$ cat config.mk
export PLATFORM = sky130hd
export DESIGN_NAME = cdm_mult
export DESIGN_NICKNAME = d
export VERILOG_FILES = /design/src/rtl/cdm_pkg.sv /design/src/rtl/cdm_ctrl.sv /design/src/rtl/cdm_slice.sv /design/src/rtl/cdm_mult.sv
export SDC_FILE = /design/constraint.sdc
export NUM_CORES = 1
export LEC_CHECK = 0
export BUFFER_PORTS_ARGS = -buffer_cell sky130_fd_sc_hd__buf_2
export CAP_MARGIN = 20
export CELL_PAD_IN_SITES_DETAIL_PLACEMENT = 1
export CELL_PAD_IN_SITES_GLOBAL_PLACEMENT = 1
export CORE_MARGIN = 4
export CORE_UTILIZATION = 40
export DETAILED_ROUTE_END_ITERATION = 10
export PLACE_DENSITY_LB_ADDON = 0.1
export SYNTH_ARGS = -nofsm -noshare
export SYNTH_HDL_FRONTEND = slang
export SYNTH_SLANG_ARGS = --single-unit
$ cat constraint.sdc
create_clock -name clk -period 1.45 [get_ports clk]
set_input_delay 0.2175 -clock clk [delete_from_list [all_inputs] [get_ports clk]]
set_output_delay 0.2175 -clock clk [all_outputs]
set_load 0.01 [all_outputs]
$ cat src/rtl/cdm_pkg.sv
package cdm_pkg;

  // One-bit full add: returns {carry, sum}
  function automatic logic [1:0] fadd(input logic x, input logic y, input logic z);
    return {1'b0, x} + {1'b0, y} + {1'b0, z};
  endfunction

endpackage

$ cat src/rtl/cdm_ctrl.sv
module cdm_ctrl #(
  parameter int N = 8
) (
  input  logic         clk,
  input  logic         rst,
  input  logic         start,
  input  logic         serial_a,
  input  logic [N-1:0] b,
  output logic         a_q,
  output logic [N-1:0] b_hold,
  output logic         clr_q,
  output logic         win_q
);
  localparam int WIN = 2 * N;
  localparam int CW  = $clog2(WIN + 1);
  localparam logic [CW-1:0] NL   = CW'(N);
  localparam logic [CW-1:0] LAST = CW'(WIN - 1);

  logic [CW-1:0] idx;
  logic          active;

  always_ff @(posedge clk) begin
    if (rst) begin
      idx    <= '0;
      active <= 1'b0;
      a_q    <= 1'b0;
      b_hold <= '0;
      clr_q  <= 1'b0;
      win_q  <= 1'b0;
    end else begin
      clr_q <= start;
      win_q <= start | active;
      if (start) begin
        b_hold <= b;
        a_q    <= serial_a;
        idx    <= CW'(1);
        active <= 1'b1;
      end else if (active) begin
        a_q <= (idx < NL) ? serial_a : 1'b0;
        if (idx == LAST) begin
          idx    <= '0;
          active <= 1'b0;
        end else begin
          idx <= idx + CW'(1);
        end
      end else begin
        a_q <= 1'b0;
      end
    end
  end

  // padding-phase input never reaches the slices
  assert_pad_ignored_R3: assert property (@(posedge clk) disable iff (rst)
    (active && !start && idx >= NL) |=> (a_q == 1'b0));

endmodule

$ cat src/rtl/cdm_slice.sv
module cdm_slice
  import cdm_pkg::*;
(
  input  logic clk,
  input  logic rst,
  input  logic clr,
  input  logic a_bit,
  input  logic b_bit,
  input  logic sum_in,
  output logic sum_q
);
  logic       carry_q;
  logic       s_add, c_add;
  logic [1:0] res;

  always_comb begin
    s_add = clr ? 1'b0 : sum_in;
    c_add = clr ? 1'b0 : carry_q;
    res   = fadd(a_bit & b_bit, s_add, c_add);
  end

  always_ff @(posedge clk) begin
    if (rst) begin
      carry_q <= 1'b0;
      sum_q   <= 1'b0;
    end else begin
      carry_q <= res[1];
      sum_q   <= res[0];
    end
  end

  // opening a window leaves no carry behind
  assert_carry_cleared_R5: assert property (@(posedge clk) disable iff (rst)
    clr |=> (carry_q == 1'b0));

endmodule

$ cat src/rtl/cdm_mult.sv
module cdm_mult #(
  parameter int N = 8
) (
  input  logic         clk,
  input  logic         rst,
  input  logic         start,
  input  logic         serial_a,
  input  logic [N-1:0] b,
  output logic         serial_p,
  output logic         p_valid
);
  logic         a_q, clr_q, win_q;
  logic [N-1:0] b_hold;
  logic [N:0]   sum_chain;

  cdm_ctrl #(.N(N)) u_ctrl (
    .clk      (clk),
    .rst      (rst),
    .start    (start),
    .serial_a (serial_a),
    .b        (b),
    .a_q      (a_q),
    .b_hold   (b_hold),
    .clr_q    (clr_q),
    .win_q    (win_q)
  );

  assign sum_chain[N] = 1'b0;

  for (genvar j = 0; j < N; j++) begin : g_slice
    cdm_slice u_slice (
      .clk    (clk),
      .rst    (rst),
      .clr    (clr_q),
      .a_bit  (a_q),
      .b_bit  (b_hold[j]),
      .sum_in (sum_chain[j+1]),
      .sum_q  (sum_chain[j])
    );
  end

  assign serial_p = sum_chain[0];

  always_ff @(posedge clk) begin
    if (rst) p_valid <= 1'b0;
    else     p_valid <= win_q;
  end

  // first product bit two edges after start
  assert_first_bit_latency_R4: assert property (@(posedge clk) disable iff (rst)
    start |=> ##1 p_valid);

  // quiet output between windows
  assert_idle_quiet_R6: assert property (@(posedge clk) disable iff (rst)
    !p_valid |-> !serial_p);

endmodule

==> results.ini <==
[routing]
dr.pass1.iters = 3
dr_total_vias = 931
ant_nets = 0
routed_via_density = 4.702
drt_iter0_drc = 21
wirelength_um = 2578
avgRoutedWirePerCell_um = 13.02
drc = 0

[layout]
layout_commonest_cell = dfxtp_1
antenna_cells = 0
drive_gt1_frac = 0.1908
nNetsFinal = 172
syn2layout_area_growth_pct = 13.46
final_cell_mix = 33 x dfxtp_1, 24 x nor2b_1, 13 x nor2_1, 13 x buf_2, 10 x and2b_1

[timing]
setup_viol = 0
skew_ns = 0.008434
finalCritPeriodShare = 0.9336
maxSlewHeadroom = 0.7036
finalCriticalPeriod_ns = 1.354
hold_viol_final = 0
drv_slew = 0
clock.fmax_mhz = 738.7
fin_tns_setup_ns = 0
rsz0062_at_grt = false
worstMarginPinSlew_ns = 0.4446

[power]
p_sw_frac = 0.2251
p_switching_uw = 391.5
sequentialPowerShare = 0.565
p_int_uw = 1348
finalPower_uw = 1739
ir_worst_vdd_mv = 0.4706
p_comb_frac = 0.063
p_clk_frac = 0.372
leakage_uw = 0.0007501
p_per_area_nw_per_um2 = 1071

[logic_synthesis]
yosys_warnings = 0
synth_flop_cell = dfxtp_1
synthCells = 133
syn_area_sq_um = 1431
yosysUniqueCellTypes = 27
synth_top_area_frac = 0.4755
yosysSeqAreaShare = 0.4755
ys_ff_latch = 34
synthArstFlopShare = 0
syn_area_per_cell_sq_um = 10.76
synth_edf_count = 0
synth_area_leader_cell = dfxtp_1
synthTopCellsByArea = dfxtp_1 48%, nor2b_1 10%, fa_1 9.8%
synth_nets = 154

[floorplan]
die_area_sq_um = 4600
initial_core_util = 0.4223
die_x_um = 67.82
std_cell_rows = 21
dieHeight_um = 67.82
coreArea_sq_um = 3390
boundaryPins = 14

[run_status]
status = completed

[global_route]
track_usage = 0.1374
antenna_found_initial = 0
grt_max_degree = 26
grt_overflow = 0
grt_pass1_wl_um = 4512
grt_pass1_vias = 971

[clocking]
clkTransAtPathRegs_ns = 0.11
root_buffer = clkbuf_4
cts_tree = yes
cts_made_buffers = 5
cts.sinks = 34
cts_setup_buffers = 0
htreeDepth = 2
clk_latency_ns = 0.34
cts_buffer_depth = 2

[worst_setup_path]
critPathLaunchType = flip-flop
path_class = reg -> reg
critPathMaxFanout = 8
crit_arrival_ns = 1.59
worst_setup_path_end_kind = flip-flop
cp.required_ns = 1.69

[min_path]
hold_class = in -> reg

[placed_design]
place_congestion = 0.7195
port_buffers = 13
dp_hpwl_um = 1832

[run]
maxCapViolations = 0

[per-layer routing]
metal  wire length (um)  vias to the layer above  global-route usage
met1               1200                      448              0.1569
li1                   -                      464                   -
met4                 61                        0             0.07444
met2               1231                       12              0.2272
met5                  0                        -                   0
met3                 84                        7             0.04433
[timing repair]
action,CTS,global route
hold buffers,0,0
setup endpoints to repair,0,2
resized for setup,0,1
[registers in the layout (all words and copies together) (netlist names)]
| signal | flops |
|---|---|
| u_ctrl.win_q | 1 |
| g_slice.u_slice.sum_q | 8 |
| u_ctrl.clr_q | 1 |
| u_ctrl.a_q | 1 |
| p_valid | 1 |
| u_ctrl.idx | 5 |
| u_ctrl.b_hold | 8 |
| g_slice.u_slice.carry_q | 8 |
| u_ctrl.active | 1 |
[worst max-delay path: stages, from the launching register on]
cell     delay (ns)
dfxtp_1        0.40
and2_1         0.21
fa_1           0.48
and2b_1        0.16
[cell families (layout without fill, tap and decap cells)]
group                    Yosys count  in the layout  synth area share
XOR/XNOR                           1              1          0.006120
adder cells (fa/ha/maj)            9              9            0.1154
multiplexers                       8              8           0.05595
AND/OR/NAND/NOR                   66             66            0.2754
buffers and inverters              9             28           0.03847
AO/OA/AOI/OAI                      6              6           0.03322
flip-flops                        34             34            0.4755
[area by class of cell]
class,instances,area (sq um)
tap,46,57.56
multi-input combinational,90,695.7
fill,391,1765
clock buffer,8,78.83
sequential,34,681.9
inverter,2,7.507
timing repair buffer,18,102.6
[cells in the mapped netlist (2+ instances only)]
master,n
clkbuf_1,2
nand2b_1,2
nor2b_1,24
nor2_1,13
mux2i_1,8
dfxtp_1,34
a21oi_1,2
and2b_1,10
nor3_1,2
inv_1,2
nand2_1,2
fa_1,7
and2_1,8
buf_2,2
ha_1,2
buf_6,2
[path summary, 6_finish.rpt]
kind              slack, ns    startpoint                        to  depth (start not counted)
setup / recovery        0.1    u_ctrl.a_q  g_slice[5].u_slice.sum_q                          3
hold / removal         0.11          b[6]          u_ctrl.b_hold[6]                          3
setup reg to reg        0.1    u_ctrl.a_q  g_slice[5].u_slice.sum_q                          3
hold reg to reg        0.48  u_ctrl.win_q                   p_valid                          1
[stage by stage]
step	hold slack [ns]	instance area, sq um	util	std cells	worst slack (ns)
3_5_place_dp	0.4539	1544	0.4555	190	0.06153
3_3_place_gp	0.4174	1544	0.4555	190	0.09225
2_1_floorplan	0.2891	1433	-	133	0.01359
4_1_cts	0.09777	1623	0.4788	198	0.05112
6_report	0.1126	1624	0.4791	198	0.09628
5_1_grt	0.1118	1624	0.4791	198	0.003116
[power groups by stage]
| stage | clock (uW) | combinational [uW] | sequential, uW |
|---|---|---|---|
| 2_1_floorplan | 0 | 81.3 | 996 |
| 3_3_place_gp | 0 | 109 | 1000 |
| 3_5_place_dp | 0 | 113 | 1000 |
| 4_1_cts | 672 | 114 | 983 |
| 5_1_grt | 714 | 126 | 988 |
| 6_report | 646 | 110 | 983 |
(Power assumes the default switching activity.)
